File: src/rtl/sig_cap_pkg.sv
package sig_cap_pkg;

  typedef enum logic {CAP_IDLE, CAP_RUN} cap_state_e;

  // Index of the final slot in a frame for the selected line mode.
  function automatic int last_slot(input logic e1, input int n_e1, input int n_t1);
    return e1 ? (n_e1 - 1) : (n_t1 - 1);
  endfunction

  // Storage lane for the k-th received signaling bit: A (k=0) lands in the MSB.
  function automatic int sig_lane(input int k, input int sig_w);
    return sig_w - 1 - k;
  endfunction

endpackage

File: src/rtl/sig_pos_counter.sv
module sig_pos_counter #(
  parameter int N_SLOTS_E1 = 32,
  parameter int N_SLOTS_T1 = 24,
  parameter int SLOT_BITS  = 8,
  localparam int SLOT_W = $clog2(N_SLOTS_E1),
  localparam int BIT_W  = $clog2(SLOT_BITS)
) (
  input  logic              clk,
  input  logic              rst_n,
  input  logic              bit_en,
  input  logic              frame_sync,
  input  logic              e1_mode,
  output logic [SLOT_W-1:0] cur_slot,
  output logic [BIT_W-1:0]  cur_bit,
  output logic              frame_end
);

  logic [SLOT_W-1:0] cnt_slot;
  logic [BIT_W-1:0]  cnt_bit;
  logic [SLOT_W-1:0] last_idx;
  logic              sync_ev;
  logic              bit_last;
  logic              slot_last;

  assign sync_ev  = bit_en && frame_sync;
  assign last_idx = SLOT_W'(sig_cap_pkg::last_slot(e1_mode, N_SLOTS_E1, N_SLOTS_T1));

  // Position of the bit on the line this cycle: a sync forces slot 0, bit 0.
  always_comb begin
    cur_slot = sync_ev ? '0 : cnt_slot;
    cur_bit  = sync_ev ? '0 : cnt_bit;
  end

  assign bit_last  = (cur_bit == BIT_W'(SLOT_BITS - 1));
  assign slot_last = (cur_slot >= last_idx);
  assign frame_end = bit_en && bit_last && slot_last;

  always_ff @(posedge clk or negedge rst_n) begin
    if (!rst_n) begin
      cnt_slot <= '0;
      cnt_bit  <= '0;
    end else if (bit_en) begin
      if (bit_last) begin
        cnt_bit  <= '0;
        cnt_slot <= slot_last ? '0 : cur_slot + 1'b1;
      end else begin
        cnt_bit  <= cur_bit + 1'b1;
        cnt_slot <= cur_slot;
      end
    end
  end

endmodule

File: src/rtl/sig_capture_ctrl.sv
module sig_capture_ctrl (
  input  logic clk,
  input  logic rst_n,
  input  logic bit_en,
  input  logic frame_sync,
  input  logic mf_start,
  input  logic frame_end,
  output logic cap_now,
  output logic wr_en,
  output logic commit
);

  import sig_cap_pkg::*;

  cap_state_e cap_q;
  logic       sync_ev;

  assign sync_ev = bit_en && frame_sync;

  // The sync bit itself already belongs to the frame it opens.
  assign cap_now = sync_ev ? mf_start : (cap_q == CAP_RUN);
  assign wr_en   = bit_en && cap_now;
  assign commit  = cap_now && frame_end;

  always_ff @(posedge clk or negedge rst_n) begin
    if (!rst_n) begin
      cap_q <= CAP_IDLE;
    end else if (commit) begin
      cap_q <= CAP_IDLE;
    end else if (sync_ev) begin
      cap_q <= mf_start ? CAP_RUN : CAP_IDLE;
    end
  end

endmodule

File: src/rtl/sig_shadow_store.sv
module sig_shadow_store #(
  parameter int N_SLOTS_E1 = 32,
  parameter int SLOT_BITS  = 8,
  parameter int SIG_W      = 4,
  localparam int SLOT_W = $clog2(N_SLOTS_E1),
  localparam int BIT_W  = $clog2(SLOT_BITS),
  localparam int LANE_W = (SIG_W > 1) ? $clog2(SIG_W) : 1
) (
  input  logic                        clk,
  input  logic                        rst_n,
  input  logic                        wr_en,
  input  logic [SLOT_W-1:0]           cur_slot,
  input  logic [BIT_W-1:0]            cur_bit,
  input  logic                        sig_bit,
  output logic [N_SLOTS_E1*SIG_W-1:0] shadow_flat
);

  logic [SIG_W-1:0]  shadow [N_SLOTS_E1];
  logic [LANE_W-1:0] lane;
  logic              in_nibble;

  assign in_nibble = (int'(cur_bit) < SIG_W);
  assign lane      = LANE_W'(sig_cap_pkg::sig_lane(int'(cur_bit), SIG_W));

  for (genvar s = 0; s < N_SLOTS_E1; s++) begin : g_slot
    always_ff @(posedge clk or negedge rst_n) begin
      if (!rst_n) begin
        shadow[s] <= '0;
      end else if (wr_en && in_nibble && (cur_slot == SLOT_W'(s))) begin
        shadow[s][lane] <= sig_bit;
      end
    end
    assign shadow_flat[s*SIG_W +: SIG_W] = shadow[s];
  end

endmodule

File: src/rtl/sig_entry_buffer.sv
module sig_entry_buffer #(
  parameter int N_SLOTS_E1 = 32,
  parameter int N_SLOTS_T1 = 24,
  parameter int SIG_W      = 4,
  localparam int SLOT_W = $clog2(N_SLOTS_E1)
) (
  input  logic                        clk,
  input  logic                        rst_n,
  input  logic                        commit,
  input  logic                        e1_mode,
  input  logic [N_SLOTS_E1*SIG_W-1:0] shadow_flat,
  input  logic [SLOT_W-1:0]           rd_addr,
  output logic [SIG_W-1:0]            rd_data,
  output logic [N_SLOTS_E1*SIG_W-1:0] buf_flat
);

  logic [SIG_W-1:0] entry [N_SLOTS_E1];

  for (genvar s = 0; s < N_SLOTS_E1; s++) begin : g_entry
    localparam bit IN_T1 = (s < N_SLOTS_T1);
    logic upd;
    // Entries beyond the short frame are only written by a long-frame capture.
    assign upd = commit && (IN_T1 || e1_mode);
    always_ff @(posedge clk or negedge rst_n) begin
      if (!rst_n) begin
        entry[s] <= '0;
      end else if (upd) begin
        entry[s] <= shadow_flat[s*SIG_W +: SIG_W];
      end
    end
    assign buf_flat[s*SIG_W +: SIG_W] = entry[s];
  end

  always_comb begin
    rd_data = '0;
    if (int'(rd_addr) < N_SLOTS_E1) rd_data = entry[rd_addr];
  end

endmodule

File: src/rtl/sig_mf_capture.sv
module sig_mf_capture #(
  parameter int N_SLOTS_E1 = 32,
  parameter int N_SLOTS_T1 = 24,
  parameter int SLOT_BITS  = 8,
  parameter int SIG_W      = 4,
  localparam int SLOT_W = $clog2(N_SLOTS_E1),
  localparam int BIT_W  = $clog2(SLOT_BITS)
) (
  input  logic              clk,
  input  logic              rst_n,
  input  logic              bit_en,
  input  logic              frame_sync,
  input  logic              mf_start,
  input  logic              e1_mode,
  input  logic              sig_bit,
  input  logic [SLOT_W-1:0] rd_addr,
  output logic [SIG_W-1:0]  rd_data
);

  // Named internal events, visible to the bound checker.
  logic [SLOT_W-1:0]           cur_slot;
  logic [BIT_W-1:0]            cur_bit;
  logic                        frame_end;
  logic                        cap_now;
  logic                        wr_en;
  logic                        commit;
  logic [N_SLOTS_E1*SIG_W-1:0] shadow_flat;
  logic [N_SLOTS_E1*SIG_W-1:0] buf_flat;

  sig_pos_counter #(
    .N_SLOTS_E1(N_SLOTS_E1), .N_SLOTS_T1(N_SLOTS_T1), .SLOT_BITS(SLOT_BITS)
  ) u_pos (
    .clk(clk), .rst_n(rst_n), .bit_en(bit_en), .frame_sync(frame_sync),
    .e1_mode(e1_mode), .cur_slot(cur_slot), .cur_bit(cur_bit), .frame_end(frame_end)
  );

  sig_capture_ctrl u_ctrl (
    .clk(clk), .rst_n(rst_n), .bit_en(bit_en), .frame_sync(frame_sync),
    .mf_start(mf_start), .frame_end(frame_end), .cap_now(cap_now),
    .wr_en(wr_en), .commit(commit)
  );

  sig_shadow_store #(
    .N_SLOTS_E1(N_SLOTS_E1), .SLOT_BITS(SLOT_BITS), .SIG_W(SIG_W)
  ) u_shadow (
    .clk(clk), .rst_n(rst_n), .wr_en(wr_en), .cur_slot(cur_slot),
    .cur_bit(cur_bit), .sig_bit(sig_bit), .shadow_flat(shadow_flat)
  );

  sig_entry_buffer #(
    .N_SLOTS_E1(N_SLOTS_E1), .N_SLOTS_T1(N_SLOTS_T1), .SIG_W(SIG_W)
  ) u_buf (
    .clk(clk), .rst_n(rst_n), .commit(commit), .e1_mode(e1_mode),
    .shadow_flat(shadow_flat), .rd_addr(rd_addr), .rd_data(rd_data),
    .buf_flat(buf_flat)
  );

endmodule

File: config.mk
export PLATFORM = sky130hd
export DESIGN_NAME = sig_mf_capture
export DESIGN_NICKNAME = d
export VERILOG_FILES = /design/src/rtl/sig_cap_pkg.sv /design/src/rtl/sig_pos_counter.sv /design/src/rtl/sig_capture_ctrl.sv /design/src/rtl/sig_shadow_store.sv /design/src/rtl/sig_entry_buffer.sv /design/src/rtl/sig_mf_capture.sv
export SDC_FILE = /design/constraint.sdc
export NUM_CORES = 1
export LEC_CHECK = 0
export BUFFER_PORTS_ARGS = -buffer_cell sky130_fd_sc_hd__buf_2
export CAP_MARGIN = 20
export CELL_PAD_IN_SITES_DETAIL_PLACEMENT = 0
export CELL_PAD_IN_SITES_GLOBAL_PLACEMENT = 1
export CORE_MARGIN = 2
export CORE_UTILIZATION = 59
export CTS_BUF_LIST = sky130_fd_sc_hd__clkbuf_4
export DETAILED_ROUTE_END_ITERATION = 8
export MAX_ROUTING_LAYER = met4
export PLACE_DENSITY = 0.95
export SYNTH_ARGS = -nofsm -noshare
export SYNTH_HDL_FRONTEND = slang
export SYNTH_SLANG_ARGS = --single-unit
File: constraint.sdc
create_clock -name clk -period 3.8 [get_ports clk]
set_clock_uncertainty 0.1 [all_clocks]
set_input_delay 0.38 -clock clk [delete_from_list [all_inputs] [get_ports clk]]
set_output_delay 0.38 -clock clk [all_outputs]
set_load 0.05 [all_outputs]
==> flow_summary.yaml <==
floorplanning:
  initial_core_util_pct: 60.0
  row_count: 52
  ios: 16
  floorplan.die_area_um2: 21700
  core-area_um2: 20200
  die_h_um: 147
  die_x_um: 147
logic_synthesis:
  yosysSeqAreaShare_pct: 54.6
  synth_edf_count: 0
  synthCells: 870
  ys_seq_elements: 265
  synthFlopType: "dfrtp_1"
  yosys_warnings: 0
  synth.avg_cell_area_um2: 14.0
  async_flop_share_pct: 100
  syn_area_um2: 12100
  syn_nets: 894
  synth.distinct_cells: 39
grt:
  grt_max_degree: 102
  antenna_found_initial: 1
  grt_overflow: 0
  grt_pass1_wl_mm: 42.2
  first_global_vias: 7873
  grt.total_usage_pct: 25.7
critical_path:
  cp_max_fo: 32
  critPathLaunchType: "primary input"
  cp_cell_sequence: "buf_2 > mux4_2 > mux4_2 > mux2_2 > buf_2"
  critPathCaptureType: "primary output"
  max_stage_delay_ps: 740
  crit_family: "multiplexers"
  arrival_ps: 2630
  critical_path_buf_inv_count: 2
  slowest_stage: "buf_2"
  required_ps: 3320
  criticalPathCategory: "in2out"
sta:
  whs_ps: 252
  fmax_mhz: 322
  fin_crit_sh_pct: 81.8
  rsz0062_at_grt: "no"
  worstMarginPinSlew_ps: 1070
  final_max_slew_viol_count: 0
  period_needed_ps: 3110
  totalNegativeSetupSlack_ps: 0
  hold_viol_final: 0
  relSlewSlack_pct: 28.1
  setup-violations-final: 0
clock_tree:
  clock_latency_ps: 660
  cts_num_sinks: 265
  ctsResizeCount: 0
  cts_buffer_depth: 3
  holdBufCountCts: 4
  path_clk_slew_ps: 70
  cts_setup_buffers: 0
  cts_tree: "yes"
  root_buffer: "clkbuf_4"
  cts_buffers: 69
  h-tree-depth: 3
place:
  dp.cells: 1113
  post-dp-hpwl_mm: 15.4
  gp_congestion: 0.822
  portBuffers: 15
detailed_routing:
  drt-met1-wl_mm: 11.3
  routed_via_density: 5.98
  num_vias: 7373
  first_pass_iters: 5
  wl_per_cell_um: 20.8
  routed.top_layer: "met4"
  wl_met3_um: 989
  drt_iter0_drc: 422
  drc_errors: 0
  drtAntennaViolNets: 0
  wl_mm: 25.7
  wl_met2_mm: 12.8
finish:
  final_common_cell: "dfrtp_1"
  area_delta_synth_final_pct: 10.4
  final_cell_mix: "dfrtp_1, mux2_2, clkbuf_4"
  drive_above_1_share_pct: 47.2
  fin_util_pct: 66.2
  nets: 942
  finalNonFillerCells: 1232
  fillers: 1455
power_and_ir_drop:
  p_leak_nw: 6.67
  peakVddDrop_mv: 0.160
  power_density_nw_per_um2: 441
job:
  cap_viol_max_count: 0
min_path:
  hold_path_class: "in2async"
run_status:
  status: "finished clean"
## where the power goes
group          total (mW)  internal, mW  switching [mW]
sequential           2.95          2.89          0.0582
clock                2.43          1.31            1.11
combinational       0.531         0.169           0.362
total                5.91          4.37            1.53
## cell usage after synthesis, drive strengths merged, types with 10 or more instances
cell / count / area (um^2)
clkbuf: 32 / 120
and3: 12 / 75.1
nand3: 56 / 280
inv: 10 / 37.5
dfrtp: 265 / 6630
buf: 34 / 160
mux4: 40 / 901
nand2: 70 / 263
nor2: 14 / 52.6
nand4: 10 / 62.6
ha: 12 / 150
mux2: 262 / 2990
## per-layer routing
layer,track usage [%],vias to the layer above
met3,4.35,56
met4,9.28,0
met5,-,-
met2,40.9,153
met1,33.7,3892
li1,-,3272
## through the flow
stage | total power, mW | worst slack (ps) | cell area [um^2]
3_3_place_gp | 3.52 | 715 | 12500
5_1_grt | 6.20 | 646 | 13400
4_1_cts | 5.97 | 692 | 13400
3_5_place_dp | 3.53 | 681 | 12500
6_report | 5.91 | 693 | 13400
2_1_floorplan | 3.31 | 1050 | 12100
## registers in the layout, indices dropped and copies added (netlist names)
register,cells
u_buf.buf_flat,128
u_pos.cnt_slot,5
u_pos.cnt_bit,3
u_shadow.shadow_flat,128
u_ctrl.cap_q,1
## logic make-up (layout without fill, tap and decap cells)
logic type	after synthesis	in the layout	share of synthesized area [%]
mux	304	304	32.2
fa+ha+maj	12	12	1.24
simple gates	192	192	7.91
other cells	0	1	0
flops	265	265	54.6
compound gates	21	21	1.40
buf+inv	76	167	2.62
## worst paths after layout
path / startpoint / endpoint / slack [ps] / depth (start not counted)
worst max-delay path: rd_addr[2] / rd_data[0] / 690 / 5
worst min-delay path: rst_n / u_pos.cnt_slot[2] / 250 / 2
worst max register to register: u_pos.cnt_slot[3] / u_shadow.shadow_flat[63] / 830 / 7
worst min register to register: u_shadow.shadow_flat[127] / u_buf.buf_flat[127] / 380 / 1
max in group asynchronous: rst_n / u_shadow.shadow_flat[113] / 2380 / 3
min in group clk: sig_bit / u_shadow.shadow_flat[34] / 350 / 2
## final cells by class
type / count / area (um^2) / share of cell area, %
inverters: 10 / 37.5 / 0.280
well taps: 270 / 338 / 2.52
diodes: 1 / 2.50 / 0.0187
clock buffers: 105 / 788 / 5.88
clock inverters: 9 / 60.1 / 0.448
flip-flops and latches: 265 / 6630 / 49.5
multi-input cells: 529 / 5200 / 38.8
repair buffers: 43 / 345 / 2.58
(Power assumes the default switching activity.)
